## config.mk

```make
export PLATFORM = sky130hd
export DESIGN_NAME = mailbox_ctl
export DESIGN_NICKNAME = d
export VERILOG_FILES = /design/src/rtl/mailbox_pkg.sv /design/src/rtl/mailbox_fsm.sv /design/src/rtl/mailbox_dp.sv /design/src/rtl/mailbox_ctl.sv
export SDC_FILE = /design/constraint.sdc
export NUM_CORES = 1
export LEC_CHECK = 0
export CORE_MARGIN = 2
export CORE_UTILIZATION = 42
export CTS_BUF_LIST = sky130_fd_sc_hd__clkbuf_4
export CTS_CLUSTER_DIAMETER = 120
export DETAILED_ROUTE_END_ITERATION = 8
export PLACE_DENSITY = 0.93
export SETUP_SLACK_MARGIN = 0.2
export SLEW_MARGIN = 10
export SYNTH_ARGS = -nofsm -noshare
export SYNTH_HDL_FRONTEND = slang
export SYNTH_SLANG_ARGS = --single-unit
```

## constraint.sdc

```tcl
create_clock -name clk -period 4.2 [get_ports clk]
set_input_delay 0.42 -clock clk [delete_from_list [all_inputs] [get_ports clk]]
set_output_delay 0.42 -clock clk [all_outputs]
set_load 0.03 [all_outputs]
```

## src/rtl/mailbox_pkg.sv

```systemverilog
package mailbox_pkg;
  typedef enum logic [2:0] {
    ST_IDLE, ST_RECV, ST_RXRDY, ST_RESP, ST_RESPRDY, ST_ABORT, ST_ERR
  } mbxState_e;

  typedef struct packed {
    logic pushWr;
    logic popRd;
    logic ptrLoad;
    logic lockClrOk;
  } mbxStrobe_t;
endpackage

```

## src/rtl/mailbox_fsm.sv

```systemverilog
module mailbox_fsm
  import mailbox_pkg::*;
(
  input  logic       clk,
  input  logic       rstN,
  input  logic       socPushEn,
  input  logic       socGo,
  input  logic       socPopEn,
  input  logic       socAck,
  input  logic       socAbort,
  input  logic       rotTake,
  input  logic       rotRespDone,
  input  logic       rotError,
  input  logic       rotPanic,
  input  logic       inOk,
  input  logic       outOk,
  output mbxState_e  state,
  output mbxStrobe_t strb
);
  mbxState_e stateNext;
  logic      quiet;

  // no exceptional event this cycle
  assign quiet = !rotPanic && !socAbort && !rotError && (state != ST_ABORT);

  always_comb begin
    strb.pushWr    = quiet && socPushEn && inOk &&
                     (state == ST_IDLE || state == ST_RECV);
    strb.popRd     = quiet && socPopEn && outOk && (state == ST_RESPRDY);
    strb.ptrLoad   = (state == ST_IDLE);
    strb.lockClrOk = (state == ST_IDLE);
  end

  always_comb begin
    stateNext = state;
    if (rotPanic)                 stateNext = ST_IDLE;
    else if (socAbort)            stateNext = ST_ABORT;
    else if (state == ST_ABORT)   stateNext = ST_ABORT;
    else if (rotError)            stateNext = ST_ERR;
    else begin
      unique case (state)
        ST_IDLE:    if (strb.pushWr)  stateNext = ST_RECV;
        ST_RECV:    if (socGo)        stateNext = ST_RXRDY;
        ST_RXRDY:   if (rotTake)      stateNext = ST_RESP;
        ST_RESP:    if (rotRespDone)  stateNext = ST_RESPRDY;
        ST_RESPRDY: if (socAck)       stateNext = ST_IDLE;
        ST_ERR:     if (socAck)       stateNext = ST_IDLE;
        default:                      stateNext = ST_IDLE;
      endcase
    end
  end

  always_ff @(posedge clk or negedge rstN) begin
    if (!rstN) state <= ST_IDLE;
    else       state <= stateNext;
  end
endmodule

```

## src/rtl/mailbox_dp.sv

```systemverilog
module mailbox_dp
  import mailbox_pkg::*;
#(
  parameter int AW = 8,
  parameter int DW = 32
) (
  input  logic          clk,
  input  logic          rstN,
  input  mbxStrobe_t    strb,
  input  logic [DW-1:0] socPushData,
  input  logic          socIntrAddrWr,
  input  logic          socIntrDataWr,
  input  logic [DW-1:0] socIntrWdata,
  input  logic          cfgWrEn,
  input  logic [2:0]    cfgSel,
  input  logic [DW-1:0] cfgWdata,
  input  logic [DW-1:0] memRdata,
  output logic          inOk,
  output logic          outOk,
  output logic [DW-1:0] socPopData,
  output logic          socPopValid,
  output logic [DW-1:0] rotIntrAddr,
  output logic [DW-1:0] rotIntrData,
  output logic [DW-1:0] cfgRdata,
  output logic          memEn,
  output logic          memWe,
  output logic [AW-1:0] memAddr,
  output logic [DW-1:0] memWdata,
  output logic [AW-1:0] inBase,
  output logic [AW-1:0] inLimit,
  output logic          lockQ
);
  localparam int PW = AW + 1;

  logic [AW-1:0] outBase, outLimit;
  logic          inValid, outValid;
  logic [PW-1:0] wrPtr, rdPtr, wrAddr;

  assign wrAddr = strb.ptrLoad ? {1'b0, inBase} : wrPtr;
  assign inOk   = inValid  && (wrAddr <= {1'b0, inLimit});
  assign outOk  = outValid && (rdPtr  <= {1'b0, outLimit});

  assign memEn       = strb.pushWr | strb.popRd;
  assign memWe       = strb.pushWr;
  assign memAddr     = strb.pushWr ? wrAddr[AW-1:0] : rdPtr[AW-1:0];
  assign memWdata    = socPushData;
  assign socPopData  = memRdata;
  assign socPopValid = strb.popRd;

  always_comb begin
    cfgRdata = '0;
    unique case (cfgSel)
      3'd0: cfgRdata[AW-1:0] = inBase;
      3'd1: cfgRdata[AW-1:0] = inLimit;
      3'd2: cfgRdata[AW-1:0] = outBase;
      3'd3: cfgRdata[AW-1:0] = outLimit;
      3'd4: cfgRdata[1:0]    = {outValid, inValid};
      3'd5: cfgRdata[0]      = lockQ;
      default: cfgRdata      = '0;
    endcase
  end

  always_ff @(posedge clk or negedge rstN) begin
    if (!rstN) begin
      inBase   <= '0;
      inLimit  <= '0;
      outBase  <= '0;
      outLimit <= '0;
      inValid  <= 1'b0;
      outValid <= 1'b0;
      lockQ    <= 1'b0;
    end else if (cfgWrEn) begin
      if (cfgSel == 3'd5) begin
        if (cfgWdata[0])         lockQ <= 1'b1;
        else if (strb.lockClrOk) lockQ <= 1'b0;
      end else if (!lockQ) begin
        unique case (cfgSel)
          3'd0: inBase   <= cfgWdata[AW-1:0];
          3'd1: inLimit  <= cfgWdata[AW-1:0];
          3'd2: outBase  <= cfgWdata[AW-1:0];
          3'd3: outLimit <= cfgWdata[AW-1:0];
          3'd4: {outValid, inValid} <= cfgWdata[1:0];
          default: ;
        endcase
      end
    end
  end

  always_ff @(posedge clk or negedge rstN) begin
    if (!rstN) begin
      wrPtr <= '0;
      rdPtr <= '0;
    end else begin
      if (strb.pushWr)       wrPtr <= wrAddr + 1'b1;
      else if (strb.ptrLoad) wrPtr <= {1'b0, inBase};
      if (strb.ptrLoad)      rdPtr <= {1'b0, outBase};
      else if (strb.popRd)   rdPtr <= rdPtr + 1'b1;
    end
  end

  always_ff @(posedge clk or negedge rstN) begin
    if (!rstN) begin
      rotIntrAddr <= '0;
      rotIntrData <= '0;
    end else begin
      if (socIntrAddrWr) rotIntrAddr <= socIntrWdata;
      if (socIntrDataWr) rotIntrData <= socIntrWdata;
    end
  end
endmodule

```

## src/rtl/mailbox_ctl.sv

```systemverilog
module mailbox_ctl
  import mailbox_pkg::*;
#(
  parameter int AW = 8,
  parameter int DW = 32
) (
  input  logic          clk,
  input  logic          rstN,
  input  logic          socPushEn,
  input  logic [DW-1:0] socPushData,
  input  logic          socGo,
  input  logic          socPopEn,
  output logic [DW-1:0] socPopData,
  output logic          socPopValid,
  input  logic          socAck,
  input  logic          socAbort,
  input  logic          socIntrAddrWr,
  input  logic          socIntrDataWr,
  input  logic [DW-1:0] socIntrWdata,
  output logic          socBusy,
  output logic          socRespAvail,
  output logic          socErr,
  output logic          rotReqAvail,
  output logic          rotAbort,
  input  logic          rotTake,
  input  logic          rotRespDone,
  input  logic          rotError,
  input  logic          rotPanic,
  output logic [DW-1:0] rotIntrAddr,
  output logic [DW-1:0] rotIntrData,
  input  logic          cfgWrEn,
  input  logic [2:0]    cfgSel,
  input  logic [DW-1:0] cfgWdata,
  output logic [DW-1:0] cfgRdata,
  output logic          memEn,
  output logic          memWe,
  output logic [AW-1:0] memAddr,
  output logic [DW-1:0] memWdata,
  input  logic [DW-1:0] memRdata
);
  mbxState_e     state;
  mbxStrobe_t    strb;
  logic          inOk, outOk, lockQ;
  logic [AW-1:0] inBase, inLimit;

  mailbox_fsm uFsm (
    .clk, .rstN, .socPushEn, .socGo, .socPopEn, .socAck, .socAbort,
    .rotTake, .rotRespDone, .rotError, .rotPanic, .inOk, .outOk,
    .state, .strb
  );

  mailbox_dp #(.AW(AW), .DW(DW)) uDp (
    .clk, .rstN, .strb, .socPushData, .socIntrAddrWr, .socIntrDataWr,
    .socIntrWdata, .cfgWrEn, .cfgSel, .cfgWdata, .memRdata, .inOk, .outOk,
    .socPopData, .socPopValid, .rotIntrAddr, .rotIntrData, .cfgRdata,
    .memEn, .memWe, .memAddr, .memWdata, .inBase, .inLimit, .lockQ
  );

  assign socBusy      = (state != ST_IDLE);
  assign socRespAvail = (state == ST_RESPRDY);
  assign socErr       = (state == ST_ERR);
  assign rotReqAvail  = (state == ST_RXRDY);
  assign rotAbort     = (state == ST_ABORT);
endmodule

```

After elaboration in Yosys (flattened, before gate mapping)
Index checks and enable logic that the tools add are counted.
- add/subtract/negate cells: 2
- magnitude comparators: 2
- eq/ne operators: 17
- mux-type cells: 20
- bitwise gates (word level): 3
- reduce and logical (&&, ||, !) cells: 28
- operators by type and width (cell ; count):
    two-way mux 9 bit ; 4
    two-way mux 3 bit ; 9
    one-hot mux 6 bit (4 select lines) ; 1
    AND reduction 4 bit ; 5
    adder 9 x 1 -> 9 bit, second input constant ; 2
    less-or-equal comparator 9 x 8 -> 1 bit ; 2
    != test 6 bit, second input constant ; 3
    == test 3 bit, second input constant ; 5
    one-hot mux 3 bit (5 select lines) ; 1
    == test 3 x 2 -> 1 bit, second input constant ; 4
    logical AND 1 bit ; 11
    two-way mux 8 bit ; 1
    == test 3 x 1 -> 1 bit, second input constant ; 2
    logical NOT 3 bit ; 2
    != test 6 x 1 -> 1 bit, second input constant ; 1
    != test 6 x 2 -> 1 bit, second input constant ; 1
    one-hot mux 1 bit (6 select lines) ; 1
    one-hot mux 1 bit (5 select lines) ; 1
    AND reduction 5 bit ; 1
    nonzero test 2 bit ; 2
    logical NOT 1 bit ; 3
    != test 3 bit, second input constant ; 1
    AND reduction 3 bit ; 1
    nonzero test 3 bit ; 1
    5 further kinds ; 7
- flip-flop bits (word level): 120
- bits of input ports: 145
- output and inout bits: 176
- logic and storage cells: 84

Longest topological paths before layout
- depth after elaboration: 13
- depth in mapped cells: 13
- mapped depth without buffers: 11

By module
From an unflattened synthesis, not the netlist that was laid out.
- cell total of the unflattened synthesis: 563
- area total of the unflattened synthesis: 6477.5 um2
- modules (own cells, without submodules) (module ; instances ; cells an instance ; area an instance (um2) ; sequential area each (um2)):
    mailbox_dp ; 1 ; 520 ; 6124.6 ; 2927.8
    mailbox_fsm ; 1 ; 38 ; 311.5 ; 75.1
    mailbox_ctl ; 1 ; 5 ; 41.3 ; 0.0

Worst setup path after synthesis
Ideal clock, no wire load.
- kind: register to output
- start: reg uFsm.state[0]
- end: out memAddr[1]
- arrival time: 3.497 ns
- data required time: 3.780 ns
- slack: 0.283 ns
- stages on the path, launching flop included: 12
- buffers on the path: 1
- path through: dfrtp_1 nor3_2 inv_2 clkbuf_1 mux2i_1 inv_1 ha_1 nand4_1 o32a_1 o211ai_1 nand3_1 o21ai_0
- word-level cells in the longest chain between the ends: 7
- elaborated cells between the ends (all ways): 12
- classes of those cells: order compare: 1; eq/ne: 2; mux: 2; reduce/logical: 7
- ends and longest elaborated chain (what ; line ; RTL):
    start: declaration ; mailbox_fsm.sv:17 ; output mbxState_e state,
    start signal: assignment ; mailbox_fsm.sv:55 ; else state <= stateNext;
    logical NOT 3 bit ; mailbox_fsm.sv:28, mailbox_fsm.sv:30 ;
    two-way mux 9 bit ; -- ;
    less-or-equal comparator 9 x 8 -> 1 bit ; mailbox_dp.sv:40 ; assign inOk = inValid && (wrAddr <= {1'b0, inLimit});
    logical AND 1 bit ; mailbox_dp.sv:40 ;
    logical AND 1 bit (2 in series) ; mailbox_fsm.sv:27 ; strb.pushWr = quiet && socPushEn && inOk &&
    two-way mux 8 bit (*) ; mailbox_dp.sv:45 ; assign memAddr = strb.pushWr ? wrAddr[AW-1:0] : rdPtr[AW-1:0];
    end: declaration ; mailbox_ctl.sv:37 ; output logic [AW-1:0] memAddr,
Every way passes the cells marked *; elsewhere a longest branch is shown, timed or not.

Worst setup path after layout
- start: reg uFsm.state[2]
- end: out memAddr[7]
Same word-level chain as after synthesis.

==> results.md <==
* Status: finished clean
* RSZ-0062 raised after global routing: no
* Final setup viols at 0
* Largest net degree at the start of global routing at 43
* Register area at 3000 µm²
* DRC viols at 0
* Peak supply drop at 0.000245 V
* Fin util at 0.535
* Clk sinks at 120
* Top cells by area, synth: dfrtp_1, mux2_2, buf_4, ha_1, mux4_2
* DRT Pass-1 Iters at 5
* Crit path required time at 3.78 ns
* Layout overhead on the synthesized area at 25.4%
* Nets@finish at 826
* Num ports at 321
* Synth Instances at 558
* Core area at 15100 µm²
* Leakage at 0.00356 µW
* Cell Rows at 45
* Clk pin slew, worst setup/hold paths at 0.13 ns
* Setup tns final at 0 ns
* Clk Tree Root Cell: clkbuf_4
* Post-synth EDFFs at 0
* GRT Total Usage at 0.208
* Post-synthesis register bit count at 120
* Synth unique cells at 53
* Initial antenna violation count at 1
* Crit Reg-Reg Startpoint: uFsm.state[2]$_DFFE_PN0P_
* Die height at 128 µm
* Critical Path AT at 3.51 ns
* Max Cap Viol at 0
* Minimum clock period at 3.93 ns
* Port Buffers at 144
* Reg2Reg Depth at 15
* DP HPWL at 12.4 mm
* Worst Slack Setup Final at 0.273 ns
* Register area share after synthesis at 0.464
* Hold WC Path Type: in2async
* Internal Pwr Total at 2520 µW
* Post-DR vias/cell at 5.41
* Routability Congestion at 0.912
* GR Overflow Total at 0
* Initial Util at 0.427
* Commonest register cell after synthesis: dfrtp_1
* Logic pwr share at 0.348
* FMAX at 0.255 GHz
* Pwr Density at 484 nW/µm²
* Slew Limit Fails at 0
* First-pass GRT wire length at 25.7 mm
* Reg power frac at 0.392
* Final worst hold slack at 0.378 ns
* Share of cells above drive strength 1 at 0.287
* Tightest Pin Transition at 0.884 ns
* CTS buffer count at 17
* Multi-input logic area at 2810 µm²
* Avg Cell Area, Syn at 11.6 µm²
* Cell area after synthesis at 6460 µm²
* Synth area leader: dfrtp_1
* Critical path class: reg2out
* H-tree depth at 4
* Clk buf depth at 2
* Design Power at 3920 µW
* Startpoint Class: register
* Fill cells at 1207
* Clock share of power at 0.260
* Crit share post-route at 0.935
* Ys Warns at 0
* Vias in the first global route at 4831
* DIE WIDTH at 128 µm
* Fin Clk Skew at 0.0202 ns
* Highest net fanout along the worst path at 5
* Worst-skew pair later-pin latency at 0.55 ns
* Initial DRC Count at 223
* Final wirelength at 17.2 mm
* Hold Vio Cnt, Final at 0
* Area of the die at 16400 µm²
* Endpoint class of the critical path: output pin
* Post-route ant nets at 0
* Vias at 4678
* RR Endpoint: uDp.wrPtr[3]$_DFF_PN0_
* Net Sw Power at 1400 µW
* Net Sw Frac at 0.357
* Worst reg2reg setup slack at 1.04 ns
* Relative slew margins at 0.409
* Place WS at 0.304 ns
* Post-synth ARST share at 1.00
* Post-synth top area share at 0.464
* Avg WL per Cell at 19.9 µm
* CTS tree: yes
[worst max path at each step]
stage               slack, ns  cells after the start                       from    endpoint
floorplan                0.28                     11  uFsm.state[0]$_DFFE_PN0P_  memAddr[1]
CTS                      0.16                     13  uFsm.state[1]$_DFFE_PN0P_  memAddr[7]
detailed placement       0.30                     11  uFsm.state[1]$_DFFE_PN0P_  memAddr[4]
finish                   0.27                     14  uFsm.state[2]$_DFFE_PN0P_  memAddr[7]
global route             0.13                     13  uFsm.state[2]$_DFFE_PN0P_  memAddr[7]
global placement         0.34                     12  uFsm.state[1]$_DFFE_PN0P_  memAddr[4]
[cells in the mapped netlist, types with 6 or more instances]
master,instances
dfrtp_1,120
mux4_2,6
nor2_1,13
a21oi_1,8
xor2_1,8
mux2i_1,10
nor3b_1,8
o21ai_0,14
clkbuf_1,11
inv_1,24
nand3_1,11
buf_4,88
ha_1,18
nand2_1,35
buf_1,7
mux2_2,99
nor2b_1,9
[per-layer routing]
| layer | part of all wire | routed length, µm | GRT usage |
|---|---|---|---|
| met1 | 0.36 | 6170 | 0.222 |
| met2 | 0.50 | 8500 | 0.350 |
| met3 | 0.10 | 1800 | 0.0918 |
| met4 | 0.041 | 702 | 0.103 |
| met5 | 0 | 0 | 0 |
[metrics by stage]
| stage | instance area (µm²) | std cells |
|---|---|---|
| 2_1_floorplan | 6550 | 581 |
| 3_3_place_gp | 7590 | 821 |
| 3_5_place_dp | 7590 | 821 |
| 4_1_cts | 7990 | 856 |
| 5_1_grt | 8110 | 864 |
| 6_report | 8110 | 864 |
[worst max-delay path, stage by stage, from the launching register on]
cell and delay, ns:
dfrtp_1 0.43, nor3_4 0.29, buf_4 0.18, inv_4 0.04, buf_4 0.13, mux2i_2 0.17
ha_1 0.29, nand2_1 0.05, o32a_1 0.35, o211ai_1 0.11, buf_4 0.19, nand3_4 0.10
buf_6 0.16, mux2_2 0.29, buf_4 0.18
[registers in the layout, indices dropped and copies added (netlist names), 8 cells and up]
| register | count |
|---|---|
| uDp.outLimit | 8 |
| uDp.rotIntrAddr | 32 |
| uDp.wrPtr | 9 |
| uDp.inBase | 8 |
| uDp.rotIntrData | 32 |
| uDp.inLimit | 8 |
| uDp.rdPtr | 9 |
| uDp.outBase | 8 |
[power by group through the flow]
| stage | Clock, µW | Combinational (µW) | Sequential (µW) |
|---|---|---|---|
| after global placement | 0 | 1240 | 1530 |
| after CTS | 1040 | 1300 | 1520 |
| final | 1020 | 1360 | 1540 |
| after global routing | 1090 | 1460 | 1560 |
| after detailed placement | 0 | 1270 | 1540 |
| after floorplan | 0 | 816 | 1610 |
[layout make-up]
class | instances | share of cell area
Sequential cell | 120 | 0.370
Multi-Input combinational cell | 329 | 0.346
Timing Repair Buffer | 169 | 0.198
Tap cell | 188 | 0.0290
Clock inverter | 13 | 0.0267
Clock buffer | 18 | 0.0167
Inverter | 25 | 0.0122
Timing Repair inverter | 1 | 0.000772
Antenna cell | 1 | 0.000309
[timing repair]
action | 4_1_cts | 5_1_grt
gates cloned | 0 | 2
hold endpoints to repair | 40 | 0
gates resized for setup | 24 | 30
pin swaps | 2 | 3
buffers inserted | 3 | 5
hold buffers | 1 | 0
endpoints found under the setup margin | 8 | 8
[layout by cell type, fill, tap and decap left out, drive strengths merged, types with 4 or more instances in the layout]
cell           synthesis  routed
clkdlybuf4s50          0     133
dfrtp                120     120
mux2                 101     101
nand2                 35      35
buf                   96      34
inv                   25      30
conb                   1      24
clkbuf                11      18
ha                    18      18
o21ai                 15      15
nor2                  14      14
nand3                 11      11
mux2i                 10      10
nor2b                  9       9
a21oi                  8       8
xor2                   8       8
nor3b                  8       8
mux4                   6       6
and3                   6       6
nor3                   6       6
o211ai                 5       5
bufinv                 0       5
a31oi                  4       4
xnor2                  4       4
clkinv                 0       4
nand4                  4       4
[logic make-up after synthesis]
logic type      Yosys count  synth area share
buf+inv                 132             0.128
fa+ha+maj                18            0.0348
simple gates            105            0.0883
other cells               1          0.000580
flops                   120             0.464
mux                     117             0.212
compound gates           53            0.0554
xor+xnor                 12            0.0163
Note: power is estimated with default switching activity, not from simulation.
